$ cat config.mk
export PLATFORM = sky130hd
export DESIGN_NAME = tmr_bus_decode
export DESIGN_NICKNAME = d
export VERILOG_FILES = /design/src/rtl/tmr_dec_pkg.sv /design/src/rtl/tmr_addr_decode.sv /design/src/rtl/tmr_chan_regs.sv /design/src/rtl/tmr_bus_decode.sv
export SDC_FILE = /design/constraint.sdc
export NUM_CORES = 1
export LEC_CHECK = 0
export BUFFER_PORTS_ARGS = -buffer_cell sky130_fd_sc_hd__buf_2
export CORE_MARGIN = 2
export CORE_UTILIZATION = 60
export DETAILED_ROUTE_END_ITERATION = 12
export GPL_ROUTABILITY_DRIVEN = 0
export PLACE_DENSITY = 0.78
export SYNTH_ARGS = -nofsm -noshare
export SYNTH_HDL_FRONTEND = slang
export SYNTH_HIERARCHICAL = 1
export SYNTH_SLANG_ARGS = --single-unit
export TNS_END_PERCENT = 20
$ cat constraint.sdc
create_clock -name clk -period 3 [get_ports clk]
set_clock_uncertainty 0.15 [all_clocks]
set_input_delay 0.15 -clock clk [delete_from_list [all_inputs] [get_ports clk]]
set_output_delay 0.15 -clock clk [all_outputs]
set_load 0.05 [all_outputs]
$ cat src/rtl/tmr_dec_pkg.sv
package tmr_dec_pkg;

   localparam int CH_MAX      = 3;
   localparam int CAP_CHAN    = 2;
   localparam int CTRL_W      = 8;
   localparam int CTRL_IE_BIT = 5;
   localparam int CTRL_UF_BIT = 8;

   localparam int BASE_CH0 = 'h08;
   localparam int BASE_CH1 = 'h14;
   localparam int BASE_CH2 = 'h20;
   localparam int ADR_START  = 'h04;
   localparam int ADR_OUTCTL = 'h00;
   localparam int WIN_END    = 'h30;

   typedef enum logic [1:0] {
      TGT_NONE   = 2'd0,
      TGT_OUTCTL = 2'd1,
      TGT_START  = 2'd2,
      TGT_CHAN   = 2'd3
   } tgt_e;

   typedef enum logic [1:0] {
      CR_RELOAD = 2'd0,
      CR_COUNT  = 2'd1,
      CR_CTRL   = 2'd2,
      CR_CAPT   = 2'd3
   } chreg_e;

   typedef struct packed {
      tgt_e       tgt;
      logic [1:0] chan;
      chreg_e     creg;
      logic       bad;
   } dec_t;

endpackage

$ cat src/rtl/tmr_addr_decode.sv
module tmr_addr_decode
   import tmr_dec_pkg::*;
#(
   parameter int ADDR_W     = 6,
   parameter bit THREE_CH   = 1'b1,
   parameter bit HAS_OUTCTL = 1'b1
) (
   input  logic [ADDR_W-1:0] addr,
   output dec_t              dec
);

   localparam logic [ADDR_W-1:0] A_END  = ADDR_W'(WIN_END);
   localparam logic [ADDR_W-1:0] A_CH2  = ADDR_W'(BASE_CH2);
   localparam logic [ADDR_W-1:0] A_CH1  = ADDR_W'(BASE_CH1);
   localparam logic [ADDR_W-1:0] A_CH0  = ADDR_W'(BASE_CH0);
   localparam logic [ADDR_W-1:0] A_STRT = ADDR_W'(ADR_START);
   localparam logic [ADDR_W-1:0] A_OCTL = ADDR_W'(ADR_OUTCTL);

   generate
      if (ADDR_W < 6) begin : g_chk_aw
         $error("tmr_addr_decode: ADDR_W must cover the 0x30 window");
      end
   endgenerate

   logic [3:0] sub;
   logic       in_chan;
   logic [1:0] chan;

   // highest base first
   always_comb begin
      in_chan = 1'b0;
      chan    = 2'd0;
      sub     = 4'd0;
      dec     = '{tgt: TGT_NONE, chan: 2'd0, creg: CR_RELOAD, bad: 1'b0};
      if (addr[1:0] != 2'b00 || addr >= A_END) begin
         dec.bad = 1'b1;
      end else if (addr >= A_CH2) begin
         if (THREE_CH) begin
            in_chan = 1'b1;
            chan    = 2'd2;
            sub     = 4'(addr - A_CH2);
         end else begin
            dec.bad = 1'b1;
         end
      end else if (addr >= A_CH1) begin
         in_chan = 1'b1;
         chan    = 2'd1;
         sub     = 4'(addr - A_CH1);
      end else if (addr >= A_CH0) begin
         in_chan = 1'b1;
         chan    = 2'd0;
         sub     = 4'(addr - A_CH0);
      end else if (addr == A_STRT) begin
         dec.tgt = TGT_START;
      end else if (addr == A_OCTL && HAS_OUTCTL) begin
         dec.tgt = TGT_OUTCTL;
      end else begin
         dec.bad = 1'b1;
      end

      if (in_chan) begin
         if (chreg_e'(sub[3:2]) == CR_CAPT && chan != 2'(CAP_CHAN)) begin
            dec.bad = 1'b1;
         end else begin
            dec.tgt  = TGT_CHAN;
            dec.chan = chan;
            dec.creg = chreg_e'(sub[3:2]);
         end
      end
   end

endmodule

$ cat src/rtl/tmr_chan_regs.sv
module tmr_chan_regs
   import tmr_dec_pkg::*;
#(
   parameter int DATA_W  = 32,
   parameter bit HAS_CAP = 1'b0
) (
   input  logic              clk,
   input  logic              rst_n,
   input  logic              wr_en,
   input  chreg_e            creg,
   input  logic [DATA_W-1:0] wdata,
   input  logic              run,
   output logic [DATA_W-1:0] rdata,
   output logic              irq
);

   generate
      if (DATA_W < CTRL_UF_BIT + 1) begin : g_chk_dw
         $error("tmr_chan_regs: DATA_W too narrow for the control layout");
      end
   endgenerate

   logic [DATA_W-1:0] reload_q;
   logic [DATA_W-1:0] cnt_q;
   logic [CTRL_W-1:0] ctrl_q;
   logic              uf_q;
   logic [DATA_W-1:0] cap_q;

   // counting first, then a software write overrides in the same cycle
   always_ff @(posedge clk or negedge rst_n) begin
      if (!rst_n) begin
         reload_q <= '1;
         cnt_q    <= '1;
         ctrl_q   <= '0;
         uf_q     <= 1'b0;
      end else begin
         if (run) begin
            if (cnt_q == '0) begin
               cnt_q <= reload_q;
               uf_q  <= 1'b1;
            end else begin
               cnt_q <= cnt_q - 1'b1;
            end
         end
         if (wr_en) begin
            case (creg)
               CR_RELOAD: reload_q <= wdata;
               CR_COUNT:  cnt_q    <= wdata;
               CR_CTRL: begin
                  ctrl_q <= wdata[CTRL_W-1:0];
                  if (!wdata[CTRL_UF_BIT]) uf_q <= 1'b0;
               end
               default: ;
            endcase
         end
      end
   end

   generate
      if (HAS_CAP) begin : g_cap
         always_ff @(posedge clk or negedge rst_n) begin
            if (!rst_n)                        cap_q <= '0;
            else if (wr_en && creg == CR_CAPT) cap_q <= wdata;
         end
      end else begin : g_nocap
         assign cap_q = '0;
      end
   endgenerate

   always_comb begin
      rdata = '0;
      case (creg)
         CR_RELOAD: rdata = reload_q;
         CR_COUNT:  rdata = cnt_q;
         CR_CTRL: begin
            rdata[CTRL_W-1:0]  = ctrl_q;
            rdata[CTRL_UF_BIT] = uf_q;
         end
         CR_CAPT:   rdata = cap_q;
         default:   rdata = '0;
      endcase
   end

   assign irq = uf_q & ctrl_q[CTRL_IE_BIT];

   a_r5_reload_at_zero: assert property (@(posedge clk) disable iff (!rst_n)
      (run && cnt_q == '0 && !(wr_en && creg == CR_COUNT)) |=> (cnt_q == $past(reload_q) && uf_q));

   a_r5_decrement: assert property (@(posedge clk) disable iff (!rst_n)
      (run && cnt_q != '0 && !(wr_en && creg == CR_COUNT)) |=> (cnt_q == $past(cnt_q) - 1'b1));

   a_r2_hold_when_stopped: assert property (@(posedge clk) disable iff (!rst_n)
      (!run && !wr_en) |=> $stable(cnt_q));

   a_r6_clear_drops_irq: assert property (@(posedge clk) disable iff (!rst_n)
      (wr_en && creg == CR_CTRL && !wdata[CTRL_UF_BIT]) |=> !irq);

endmodule

$ cat src/rtl/tmr_bus_decode.sv
module tmr_bus_decode
   import tmr_dec_pkg::*;
#(
   parameter int ADDR_W     = 6,
   parameter int DATA_W     = 32,
   parameter bit THREE_CH   = 1'b1,
   parameter bit HAS_OUTCTL = 1'b1
) (
   input  logic              clk,
   input  logic              rst_n,
   input  logic              bus_req,
   input  logic              bus_wr,
   input  logic [ADDR_W-1:0] bus_addr,
   input  logic [DATA_W-1:0] bus_wdata,
   output logic              bus_rvalid,
   output logic [DATA_W-1:0] bus_rdata,
   output logic [2:0]        chan_irq,
   output logic              out_ctl,
   output logic              acc_err
);

   localparam int NCH = THREE_CH ? 3 : 2;

   generate
      if (DATA_W < CH_MAX) begin : g_chk_dw
         $error("tmr_bus_decode: DATA_W must hold one run bit per channel");
      end
   endgenerate

   dec_t              dec;
   logic [DATA_W-1:0] start_q;
   logic              outctl_q;
   logic              err_q;
   logic              rvalid_q;
   logic [DATA_W-1:0] rdata_q;
   logic [DATA_W-1:0] rd_mux;
   logic [DATA_W-1:0] ch_rd [CH_MAX];
   logic [CH_MAX-1:0] irq_w;
   logic              wr_hit;

   tmr_addr_decode #(
      .ADDR_W     (ADDR_W),
      .THREE_CH   (THREE_CH),
      .HAS_OUTCTL (HAS_OUTCTL)
   ) u_dec (
      .addr (bus_addr),
      .dec  (dec)
   );

   assign wr_hit = bus_req & bus_wr;

   generate
      for (genvar g = 0; g < CH_MAX; g++) begin : g_ch
         if (g < NCH) begin : g_on
            tmr_chan_regs #(
               .DATA_W  (DATA_W),
               .HAS_CAP (g == CAP_CHAN)
            ) u_chan (
               .clk   (clk),
               .rst_n (rst_n),
               .wr_en (wr_hit && dec.tgt == TGT_CHAN && dec.chan == 2'(g)),
               .creg  (dec.creg),
               .wdata (bus_wdata),
               .run   (start_q[g]),
               .rdata (ch_rd[g]),
               .irq   (irq_w[g])
            );
         end else begin : g_off
            assign ch_rd[g] = '0;
            assign irq_w[g] = 1'b0;
         end
      end
   endgenerate

   always_ff @(posedge clk or negedge rst_n) begin
      if (!rst_n) begin
         start_q  <= '0;
         outctl_q <= 1'b0;
         err_q    <= 1'b0;
      end else begin
         if (wr_hit && dec.tgt == TGT_START)  start_q  <= bus_wdata;
         if (wr_hit && dec.tgt == TGT_OUTCTL) outctl_q <= bus_wdata[0];
         if (bus_req && dec.bad)              err_q    <= 1'b1;
      end
   end

   always_comb begin
      rd_mux = '0;
      case (dec.tgt)
         TGT_OUTCTL: rd_mux[0] = outctl_q;
         TGT_START:  rd_mux    = start_q;
         TGT_CHAN: begin
            case (dec.chan)
               2'd0:    rd_mux = ch_rd[0];
               2'd1:    rd_mux = ch_rd[1];
               2'd2:    rd_mux = ch_rd[2];
               default: rd_mux = '0;
            endcase
         end
         default:    rd_mux = '0;
      endcase
   end

   always_ff @(posedge clk or negedge rst_n) begin
      if (!rst_n) begin
         rvalid_q <= 1'b0;
         rdata_q  <= '0;
      end else begin
         rvalid_q <= bus_req & ~bus_wr;
         if (bus_req && !bus_wr) rdata_q <= rd_mux;
      end
   end

   assign bus_rvalid = rvalid_q;
   assign bus_rdata  = rdata_q;
   assign chan_irq   = irq_w;
   assign out_ctl    = outctl_q;
   assign acc_err    = err_q;

   a_r4_read_valid: assert property (@(posedge clk) disable iff (!rst_n)
      (bus_req && !bus_wr) |=> bus_rvalid);

   a_r4_no_spurious_valid: assert property (@(posedge clk) disable iff (!rst_n)
      !(bus_req && !bus_wr) |=> !bus_rvalid);

   a_r9_err_sticky: assert property (@(posedge clk) disable iff (!rst_n)
      acc_err |=> acc_err);

   a_r9_bad_read_zero: assert property (@(posedge clk) disable iff (!rst_n)
      (bus_req && !bus_wr && dec.bad) |=> (acc_err && bus_rdata == '0));

   a_r1_outctl_write: assert property (@(posedge clk) disable iff (!rst_n)
      (wr_hit && bus_addr == '0 && HAS_OUTCTL) |=> (out_ctl == $past(bus_wdata[0])));

   a_r2_start_readback: assert property (@(posedge clk) disable iff (!rst_n)
      (wr_hit && bus_addr == ADDR_W'(ADR_START)) |=> (start_q == $past(bus_wdata)));

endmodule

==> Word-level counts from Yosys, hierarchy flattened <==
Cells that the tools add are included.
{ "totals": {"rom_bits": 0, "ff_bits": 318, "wordCells": 132, "mem_count": 0, "mem_bits_rw": 0, "latch_bits": 0, "out_inout_bits": 38} }
{ "classes": {"addsub": 6, "reduce_logical": 25, "n_eq_ne": 11, "order_cmp": 4, "n_bitwise": 6, "shifts": 0, "n_mul": 0, "div_mod_pow": 0, "mux": 62} }
{ "ops": {"columns": ["cell", "count"], "rows": [
  ["2-to-1 mux 32 bit", 12],
  ["case mux 9 bit (4 select lines)", 3],
  ["zero test 32 bit", 3],
  ["case mux 32 bit (3 select lines)", 1],
  ["subtractor 32 x 1 -> 32 bit (second input constant)", 3],
  ["case mux 23 bit (2 select lines)", 2],
  ["case mux 23 bit (3 select lines)", 1],
  ["case mux 31 bit (2 select lines)", 1],
  ["2-to-1 mux 1 bit", 28],
  ["2-to-1 mux 4 bit", 4],
  ["2-to-1 mux 2 bit", 7],
  ["equality test 2 bit (second input constant)", 6],
  [">= comparator 6 bit (second input constant)", 2],
  ["AND reduction 2 bit", 6],
  ["logical AND 1 bit", 10],
  ["2-to-1 mux 7 bit", 1],
  ["equality test 2 x 1 -> 1 bit (second input constant)", 3],
  ["equality test 6 x 3 -> 1 bit (second input constant)", 1],
  [">= comparator 6 x 4 -> 1 bit (second input constant)", 1],
  [">= comparator 6 x 5 -> 1 bit (second input constant)", 1],
  ["zero test 6 bit", 1],
  ["2-to-1 mux 6 bit", 1],
  ["AND 1 bit", 5],
  ["zero test 2 bit", 2],
  ["other kinds (9)", 9]
]} }

==> Logic depth before layout (Yosys ltp) <==
Gate-level depths: netlist of run 1.
{ "logic_depth": {"word_depth": 13, "ltp_mapped": 16} }

==> By module <==
The synthesis of run 1 kept the hierarchy.
{ "by_module_without_submodules": {"columns": ["module", "area_per_inst_um2", "cells_each", "n_inst"], "rows": [
  ["tmr_chan_regs (g_ch[2].g_on.u_chan)", 5959.5, 544, 1],
  ["tmr_chan_regs (g_ch[1].g_on.u_chan)", 4730.8, 478, 1],
  ["tmr_chan_regs (g_ch[0].g_on.u_chan)", 4564.4, 485, 1],
  ["tmr_bus_decode", 3737.3, 368, 1],
  ["tmr_addr_decode", 279.0, 45, 1]
]} }

==> Worst setup path after synthesis of run 1 <==
Ideal clock, no wire load.
{ "synth_timing": {"kind": "input-to-reg", "from": "input port bus_addr[3]", "to": "register g_ch[2].g_on.u_chan.reload_q[10]", "arrival_ps": 3391, "required_time_ps": 2768, "setup_time_ps": 82, "slack_ps": -623, "n_path_buf": 2, "cell_stages": 12, "cell_sequence": "inv_1 ha_1 or3b_4 and2_0 buf_6 a221o_1 o21ai_1 nand4_1 nor3b_1 nor3b_1 clkbuf_1 mux2_2"} }
{ "synth_lines": {"columns": ["element", "line_no", "rtl"], "rows": [
  ["start: declaration", "tmr_bus_decode.sv:13", "input logic [ADDR_W-1:0] bus_addr,"],
  ["end signal: assignment", "tmr_chan_regs.sv:47", "CR_RELOAD: reload_q <= wdata;"],
  ["end: declaration", "tmr_chan_regs.sv:23", "logic [DATA_W-1:0] reload_q;"]
]} }

==> run_results.csv, run 1 <==
group,metric,value,unit
worst_setup_path,end_kind,"register",
routing,vias_per_cell,6.65,
yosys,ys_seq_elements,318,
routing,drt_iter0_drc,1886,
worst_setup_path,arrival,3.19,ns
finish,finalNonFillerCells,2492,
routing,wl_per_cell,23.2,µm
yosys,synth_area,0.0193,mm²
floorplan,start_util,61.1,%
finish,diodes,0,
clock_tree,cts_tree,"yes",
global_route,use_met2,54.5,%
worst_setup_path,crit_fanout,24,
worst_setup_path,startpoint_type,"primary input",
flow_run,drv_cap,0,
timing,holdWs,0.0524,ns
global_route,grt_busiest_layer,"met2",
timing,rsz0062_at_grt,"no",
finish,drive_gt1_share,35.9,%
worst_setup_path,worstReg2RegStart,"g_ch[0].g_on.u_chan/cnt_q[0]",
worst_setup_path,reg2reg_to,"g_ch[0].g_on.u_chan/cnt_q[22]",
finish,stdcell_area,0.0226,mm²
yosys,syn-num-nets,1970,
timing,min_period,2.93,ns
worst_setup_path,worstSetupPathType,"in -> reg",
placement,numPortBuffers,79,
global_route,use_met1,47.6,%
floorplan,dieArea,0.0336,mm²
placement,dp_hpwl,39200,µm
status,outcome,"finished clean",
worst_setup_path,required,3.26,ns
timing,relSlewSlack,52.5,%
timing,hold_violations,0,
hold_path,hold_class,"in -> reg",
clock_tree,cts_setup_buffers,0,
clock_tree,numCtsBuffers,37,
yosys,synth_edf_count,0,
global_route,grt_pass1_wl,91900,µm
finish,num-nets-final,2113,
clock_tree,clockBufferDepth,3,
placement,dp.cells,2391,
global_route,grt_use_met3,4.27,%
pwr,power.density,649,mW/mm²
finish,multi_input_area,0.0105,mm²
yosys,ys_warn_count,6,
yosys,synthCells,1920,
global_route,grt_antenna_before_repair,0,
yosys,synth-seq-area-share,42.5,%
global_route,grtUsageTotal,34.8,%
floorplan,fp.coreArea,0.0316,mm²
worst_setup_path,worstRegToRegCells,7,
floorplan,die_h,183,µm
finish,regArea,0.00820,mm²
pwr,leakage,9.25,nW
global_route,grt_pass1_vias,16500,
clock_tree,clock-sinks,318,
finish,fillCellCount,2274,
clock_tree,clock_latency,0.54,ns
clock_tree,htree_levels,2,
routing,drc,0,
placement,dpl_cell_area,0.0210,mm²
timing,worst_slew_pin_slew,0.712,ns
timing,setup_violations,0,
routing,postRouteAntennaNets,0,
worst_setup_path,crit_start,"bus_addr[3]",
finish,final_cell_mix,"dfstp_2 (192), mux2_2 (169), nor2_1 (169)",
yosys,postSynthAreaPerCell,10.0,µm²
pwr,ir_drop,0.491,mV
routing,drt-pass1-iter-count,8,
floorplan,rows,65,
finish,syn2layout_area_growth,17.3,%
global_route,grt_max_degree,83,
timing,max_freq,341,MHz
global_route,grt_overflow,0,
floorplan,io_pins,80,
routing,via_count,16600,
floorplan,die_w,183,µm
yosys,ys_async_sr_fraction,100,%
timing,period_share,97.8,%
worst_setup_path,r2r_slack,0.16,ns
yosys,synth_top_flop_cell,"dfstp_2",
worst_setup_path,cp-endpoint,"bus_rdata[15]",
clock_tree,clk_pin_slew,0.06,ns
timing,drv_slew,0,
clock_tree,root_buffer,"clkbuf_16",
yosys,ys_types,91,
routing,routed_wl,57900,µm
finish,layout_commonest_cell,"dfstp_2",
registers in the layout (all words and copies together) (netlist names):
register	cells
g_ch.g_on.u_chan/cnt_q	96
g_ch.g_on.u_chan/reload_q	96
bus_rdata	32
g_ch.g_on.u_chan/cap_q	32
start_q	32
g_ch.g_on.u_chan/ctrl_q	24
g_ch.g_on.u_chan/uf_q	3
acc_err	1
bus_rvalid	1
out_ctl	1
routing by layer:
metal | share of wire (%) | up-vias | wire [µm]
met5 | 0 | - | 0
met1 | 41 | 8287 | 23700
met3 | 6.7 | 180 | 3890
met4 | 5.5 | 0 | 3200
li1 | - | 7314 | -
met2 | 47 | 801 | 27100
metrics by stage:
stage / util (%) / setup slack (ns) / setup TNS, ns / total power, W
after floorplan: - / -0.0501 / -1.45 / 0.00855
final: 71.7 / 0.0668 / 0 / 0.0147
after CTS: 71.6 / 0.0514 / 0 / 0.0146
after detailed placement: 66.6 / -0.468 / -72.52 / 0.00997
after global placement: 66.6 / -0.335 / -49.43 / 0.00979
after global routing: 71.7 / 0.00163 / 0 / 0.0153
cell families (layout without fill, tap and decap cells):
kind of cell | after synthesis | count (layout) | share of synthesized area, %
AO/OA/AOI/OAI | 405 | 405 | 12.6
adder cells (fa/ha/maj) | 8 | 8 | 0.519
multiplexers | 345 | 345 | 20.5
XOR/XNOR | 56 | 56 | 2.55
buffers and inverters | 162 | 332 | 3.90
flip-flops | 318 | 318 | 42.5
AND/OR/NAND/NOR | 626 | 626 | 17.4
critical path, cell delays in order:
cell and delay (ns):
buf_2 0.15, inv_12 0.06, ha_4 0.12, or3b_4 0.39, and2_4 0.18, buf_4 0.14
a211oi_2 0.20, buf_4 0.16, nor2_4 0.03, buf_12 0.15, buf_12 0.18, and2_1 0.19
buf_12 0.16, nand2_1 0.10, o21ai_0 0.15, mux2_2 0.32, o21ai_0 0.21, a31oi_1 0.11
worst min-delay path by stage:
stage	from	endpoint	slack, ns	cells after the start
after CTS	bus_addr[1]	acc_err	0.04	5
after floorplan	rst_n	acc_err	-0.30	0
after global routing	rst_n	g_ch[2].g_on.u_chan/uf_q	0.11	2
after global placement	rst_n	g_ch[2].g_on.u_chan/ctrl_q[5]	0.04	1
final	bus_addr[1]	acc_err	0.05	5
after detailed placement	rst_n	g_ch[2].g_on.u_chan/ctrl_q[5]	0.05	1
cell usage after synthesis (38+ instances only):
master	instances	share of area [%]
a21oi_1	95	2.5
a31oi_1	39	1.3
clkbuf_1	95	1.9
dfrtp_1	126	16
dfstp_2	192	26
mux2_2	191	11
mux2i_1	114	5.9
nand2_1	134	2.6
nand2b_1	38	1.2
nor2_1	171	3.3
nor3_1	66	1.7
o21ai_0	132	3.4
or3_1	38	1.2
cell type report:
type / instances / area share [%]
Clock buffer: 60 / 5.15
Multi-Input combinational cell: 1440 / 46.6
Timing Repair Buffer: 248 / 9.17
Clock inverter: 6 / 0.271
Inverter: 18 / 0.354
Sequential cell: 318 / 36.3
Tap cell: 402 / 2.22
power breakdown:
part	switching (W)	internal, W	total (W)	leakage, nW
clock	0.00182	0.00274	0.00456	0.602
combinational	0.00233	0.00176	0.00409	5.03
sequential	0.000830	0.00519	0.00602	3.61
total	0.00498	0.00969	0.0147	9.25
timing repair:
item                       4_1_cts  5_1_grt
setup endpoints to repair        0       16
hold endpoints to repair       369        0
hold buffers                    35        0
gates resized for setup          0        5
(Power assumes the default switching activity.)
==> run 2, diff against run 1 <==
--- a/config.mk
+++ b/config.mk
@@ -10,7 +10,7 @@
 export CORE_UTILIZATION = 60
 export DETAILED_ROUTE_END_ITERATION = 12
 export GPL_ROUTABILITY_DRIVEN = 0
-export PLACE_DENSITY = 0.78
+export PLACE_DENSITY_LB_ADDON = 0.15
 export SYNTH_ARGS = -nofsm -noshare
 export SYNTH_HDL_FRONTEND = slang
 export SYNTH_HIERARCHICAL = 1
==> run 2 against run 1 <==
Sequential power about the same. Hold slack worse by 0.039 ns. Design area hardly changed. Die area unchanged. First-iteration DRC count decreased by 32%. Count of clock-buffer cells in the layout fell by 2. Flip-flop and latch count stayed put. Combinational power barely moved. Critical path type unchanged. Largest cell class unchanged. Highest routed layer unchanged.
==> run_results.csv, run 2 (synthesis gave the netlist of run 1 again) <==
group,metric,value,unit
pwr,p_clk_share,31.7,%
finish,stdcell_area,0.0226,mm²
finish,finalCoreUtilization,71.7,%
global_route,grt_overflow,0,
placement,dpl_cell_area,0.0210,mm²
routing,routed_wl,56700,µm
finish,diodes,0,
clock_tree,clock_latency,0.53,ns
clock_tree,clock-sinks,318,
pwr,power.density,652,mW/mm²
global_route,grt_use_met3,4.13,%
routing,drt_iter0_drc,1282,
global_route,grtUsageTotal,34.1,%
pwr,leakage,9.27,nW
pwr,p_sw,0.00498,W
clock_tree,cts_setup_buffers,0,
finish,fillCellCount,2316,
finish,finalNonFillerCells,2494,
finish,regArea,0.00820,mm²
clock_tree,root_buffer,"clkbuf_16",
routing,postRouteAntennaNets,0,
global_route,use_met1,46.5,%
timing,max_freq,344,MHz
hold_path,hold_class,"in -> async",
global_route,grt_busiest_layer,"met2",
worst_setup_path,worstSetupPathType,"in -> reg",
routing,drc,0,
floorplan,die_h,183,µm
clock_tree,cts_tree,"yes",
floorplan,start_util,61.1,%
finish,multi_input_area,0.0105,mm²
floorplan,fp.coreArea,0.0316,mm²
placement,numPortBuffers,79,
finish,num-nets-final,2112,
timing,setup_violations,0,
status,outcome,"finished clean",
timing,min_period,2.90,ns
worst_setup_path,arrival,3.15,ns
worst_setup_path,end_kind,"register",
timing,hold_violations,0,
finish,layout_commonest_cell,"dfstp_2",
timing,relSlewSlack,43.3,%
global_route,use_met2,54.7,%
floorplan,io_pins,80,
routing,via_count,16200,
finish,final_cell_mix,"dfstp_2 (192), nor2_1 (170), mux2_2 (169)",
global_route,grt_antenna_before_repair,0,
global_route,grt_pass1_wl,90000,µm
global_route,grt_pass1_vias,16100,
worst_setup_path,crit_fanout,32,
clock_tree,cts.repair.resized,0,
routing,drt-pass1-iter-count,5,
timing,worst_slew_pin_slew,0.851,ns
worst_setup_path,required,3.25,ns
floorplan,rows,65,
finish,drive_gt1_share,35.8,%
timing,drv_slew,0,
pwr,p_sw_share,33.8,%
placement,dp.cells,2389,
finish,top_regs,"g_ch.g_on.u_chan/cnt_q x96, g_ch.g_on.u_chan/reload_q x96",
clock_tree,cts_hold_buffers,35,
floorplan,die_w,183,µm
routing,wl_per_cell,22.7,µm
worst_setup_path,startpoint_type,"primary input",
timing,rsz0062_at_grt,"no",
clock_tree,clk_pin_slew,0.06,ns
finish,syn2layout_area_growth,17.4,%
global_route,grt_max_degree,88,
clock_tree,clockBufferDepth,3,
pwr,p_int,0.00977,W
clock_tree,numCtsBuffers,38,
clock_tree,htree_levels,2,
timing,holdWs,0.0139,ns
pwr,combPwrFrac,27.5,%
flow_run,drv_cap,0,
routing,vias_per_cell,6.51,
pwr,ir_drop,0.543,mV
pwr,seq_power_share,40.7,%
timing,period_share,96.8,%
floorplan,dieArea,0.0336,mm²
placement,dp_hpwl,39100,µm
==> run 2: metal layers <==
layer / vias to the layer above / part of all wire (%)
li1: 7291 / -
met1: 8037 / 42
met2: 746 / 46
met3: 171 / 6.2
met4: 0 / 4.9
met5: - / 0
==> run 2: layout make-up <==
class / count / area share (%)
clock buffers: 58 / 5.13
clock inverters: 12 / 0.514
inverters: 18 / 0.354
multi-input cells: 1440 / 46.5
flip-flops and latches: 318 / 36.2
well taps: 402 / 2.22
repair buffers: 246 / 9.10
==> run 2: critical path, cell delays in order <==
cell and delay (ns):
buf_2 0.15, inv_12 0.06, ha_4 0.12, or3b_4 0.39, and2_4 0.17, a2111o_1 0.40, nor2_4 0.15, buf_4 0.17
buf_12 0.25, mux2i_1 0.31, o21ai_0 0.21, mux2_2 0.33, o21ai_0 0.15, a31oi_1 0.10
==> run 2: metrics by stage <==
stage,worst slack [ns],setup TNS [ns],power [W]
floorplan,-0.0501,-1.45,0.00855
global placement,-0.340,-26.69,0.00982
detailed placement,-0.393,-44.37,0.00997
CTS,0.157,0,0.0147
global route,0.0226,0,0.0154
finish,0.0951,0,0.0148
==> run 2: power by group through the flow <==
stage,clock (W),sequential [W],combinational [W]
finish,0.00468,0.00601,0.00406
floorplan,0,0.00588,0.00267
global placement,0,0.00601,0.00381
global route,0.00492,0.00610,0.00441
detailed placement,0,0.00604,0.00393
CTS,0.00474,0.00598,0.00400
==> run 2: final timing paths <==
path | startpoint | endpoint | slack [ns] | cells after the start
min reg2reg | acc_err | acc_err | 0.32 | 1
min in group clk | bus_addr[1] | acc_err | 0.11 | 5
min | rst_n | g_ch[2].g_on.u_chan/cap_q[23] | 0.01 | 2
max in group asynchronous | rst_n | g_ch[1].g_on.u_chan/reload_q[20] | 1.77 | 3
max reg2reg | g_ch[0].g_on.u_chan/cnt_q[26] | g_ch[0].g_on.u_chan/cnt_q[1] | 0.18 | 6
max | bus_addr[3] | bus_rdata[19] | 0.1 | 14
==> run 3, diff against run 2 <==
--- a/config.mk
+++ b/config.mk
@@ -11,6 +11,7 @@
 export DETAILED_ROUTE_END_ITERATION = 12
 export GPL_ROUTABILITY_DRIVEN = 0
 export PLACE_DENSITY_LB_ADDON = 0.15
+export RECOVER_POWER = 50
 export SYNTH_ARGS = -nofsm -noshare
 export SYNTH_HDL_FRONTEND = slang
 export SYNTH_HIERARCHICAL = 1
==> run 3 against run 2 <==
The run now ends with max-capacitance violations, max-slew violations left. Critical endpoint unchanged. Global-route usage unchanged. Critical path depth unchanged. Largest power group unchanged. Flip-flop and latch count unchanged. Count of clock-buffer cells in the layout unchanged. Non-clock buffer count unchanged. Final cell count unchanged. Wire length about the same. Combinational power about the same. Sequential power about the same. Design area down 0.30%. Register-to-register slack about the same.
==> run_results.csv, run 3 (synthesis gave the netlist of run 1 again) <==
group,metric,value,unit
placement,dp_hpwl,39100,µm
finish,syn2layout_area_growth,17.1,%
clock_tree,cts.repair.resized,0,
finish,stdcell_area,0.0226,mm²
timing,rsz0062_at_grt,"no",
clock_tree,cts_hold_buffers,35,
worst_setup_path,critPathMostFrequentCell,"o21ai_0",
timing,worst_slew_pin_slew,1.55,ns
global_route,grt_antenna_before_repair,0,
finish,regArea,0.00820,mm²
pwr,ir_drop,0.537,mV
worst_setup_path,worstSetupPathType,"in -> reg",
timing,relSlewSlack,-3.50,%
worst_setup_path,path_cells,"buf_2 > inv_12 > ha_4 > or3b_4 > and2_4 > a2111o_1 > nor2_4 > buf_4 > buf_12 > mux2i_1 > o21ai_0 > mux2_2 > o21ai_0 > a31oi_1",
placement,numPortBuffers,79,
routing,routed_wl,56700,µm
status,failed_checks,"max-capacitance violations, max-slew violations",
worst_setup_path,cpPeakStageDelay,0.40,ns
routing,vias_per_cell,6.51,
timing,setup_violations,0,
clock_tree,clock_latency,0.53,ns
floorplan,dieArea,0.0336,mm²
finish,final_cell_mix,"dfstp_2 (192), nor2_1 (170), mux2_2 (169)",
timing,drv_slew,60,
worst_setup_path,arrival,3.15,ns
finish,num-nets-final,2112,
timing,max_freq,345,MHz
pwr,power.density,653,mW/mm²
routing,drt_iter0_drc,1318,
finish,drive_gt1_share,34.9,%
global_route,grt_pass1_vias,16100,
clock_tree,clockBufferDepth,3,
finish,multi_input_area,0.0105,mm²
floorplan,die_h,183,µm
clock_tree,numCtsBuffers,38,
clock_tree,htree_levels,2,
worst_setup_path,startpoint_type,"primary input",
clock_tree,cts_setup_buffers,0,
global_route,grt_max_degree,88,
routing,drc,0,
worst_setup_path,required,3.25,ns
clock_tree,cts_tree,"yes",
clock_tree,clock-sinks,318,
floorplan,die_w,183,µm
finish,diodes,0,
routing,postRouteAntennaNets,0,
floorplan,start_util,61.1,%
pwr,p_total,0.0147,W
routing,via_count,16200,
timing,period_share,96.7,%
finish,layout_commonest_cell,"dfstp_2",
clock_tree,clk_pin_slew,0.06,ns
floorplan,fp.coreArea,0.0316,mm²
global_route,grtUsageTotal,34.1,%
worst_setup_path,crit_fanout,32,
global_route,grt_overflow,0,
placement,dpl_cell_area,0.0210,mm²
finish,finalCoreUtilization,71.5,%
clock_tree,root_buffer,"clkbuf_16",
status,outcome,"finished with violations",
timing,hold_violations,0,
floorplan,io_pins,80,
global_route,grt_pass1_wl,90000,µm
worst_setup_path,cp_slowest_cell,"a2111o_1",
timing,min_period,2.90,ns
hold_path,hold_class,"in -> reg",
pwr,leakage,9.20,nW
flow_run,drv_cap,1,
routing,drt-pass1-iter-count,5,
routing,wl_per_cell,22.7,µm
timing,holdWs,0.0967,ns
worst_setup_path,end_kind,"register",
finish,top_regs,"g_ch.g_on.u_chan/cnt_q x96, g_ch.g_on.u_chan/reload_q x96",
finish,fillCellCount,2333,
floorplan,rows,65,
run 3: final cells by class:
class                   count  share of cell area, %
multi-input cells        1440                   46.6
flip-flops and latches    318                   36.3
repair buffers            246                   8.86
clock buffers              58                   5.14
well taps                 402                   2.23
clock inverters            12                  0.516
inverters                  18                  0.355
run 3: power by group:
part | total, W | internal (W) | switching [W]
logic | 0.00404 | 0.00172 | 0.00232
registers | 0.00601 | 0.00519 | 0.000824
clock network | 0.00468 | 0.00284 | 0.00184
total | 0.0147 | 0.00975 | 0.00498
run 3: metrics by stage:
stage | TNS (ns) | setup slack [ns] | instances
floorplan | -1.45 | -0.0501 | 1920
detailed placement | -44.37 | -0.393 | 2389
global placement | -26.69 | -0.340 | 2389
finish | 0 | 0.0998 | 2494
CTS | 0 | 0.157 | 2494
global route | 0 | 0.0226 | 2494
run 3: routing by layer:
| layer | share of wire, % | up-vias | GRT usage [%] |
|---|---|---|---|
| li1 | - | 7293 | - |
| met1 | 42 | 8073 | 46.5 |
| met2 | 47 | 709 | 54.7 |
| met3 | 6.4 | 166 | 4.13 |
| met4 | 4.8 | 0 | 15.7 |
| met5 | 0 | - | 0 |
run 3: worst max-delay path, delay by kind of cell:
kind | cells | cell delay, ns
AO/OA/AOI/OAI | 4 | 0.86
multiplexers | 2 | 0.63
buffers and inverters | 4 | 0.63
AND/OR/NAND/NOR | 3 | 0.71
adder cells (fa/ha/maj) | 1 | 0.12
run 3: path summary, 6_finish.rpt:
kind	startpoint	to	slack (ns)	cells after the start
setup / recovery	bus_addr[3]	bus_rdata[19]	0.1	14
hold / removal	bus_addr[1]	acc_err	0.1	5
setup reg to reg	g_ch[0].g_on.u_chan/cnt_q[26]	g_ch[0].g_on.u_chan/cnt_q[1]	0.18	6
hold reg to reg	acc_err	acc_err	0.32	1
max in group asynchronous	rst_n	g_ch[1].g_on.u_chan/ctrl_q[0]	0.43	3
min in group asynchronous	rst_n	g_ch[2].g_on.u_chan/cap_q[23]	0.41	2
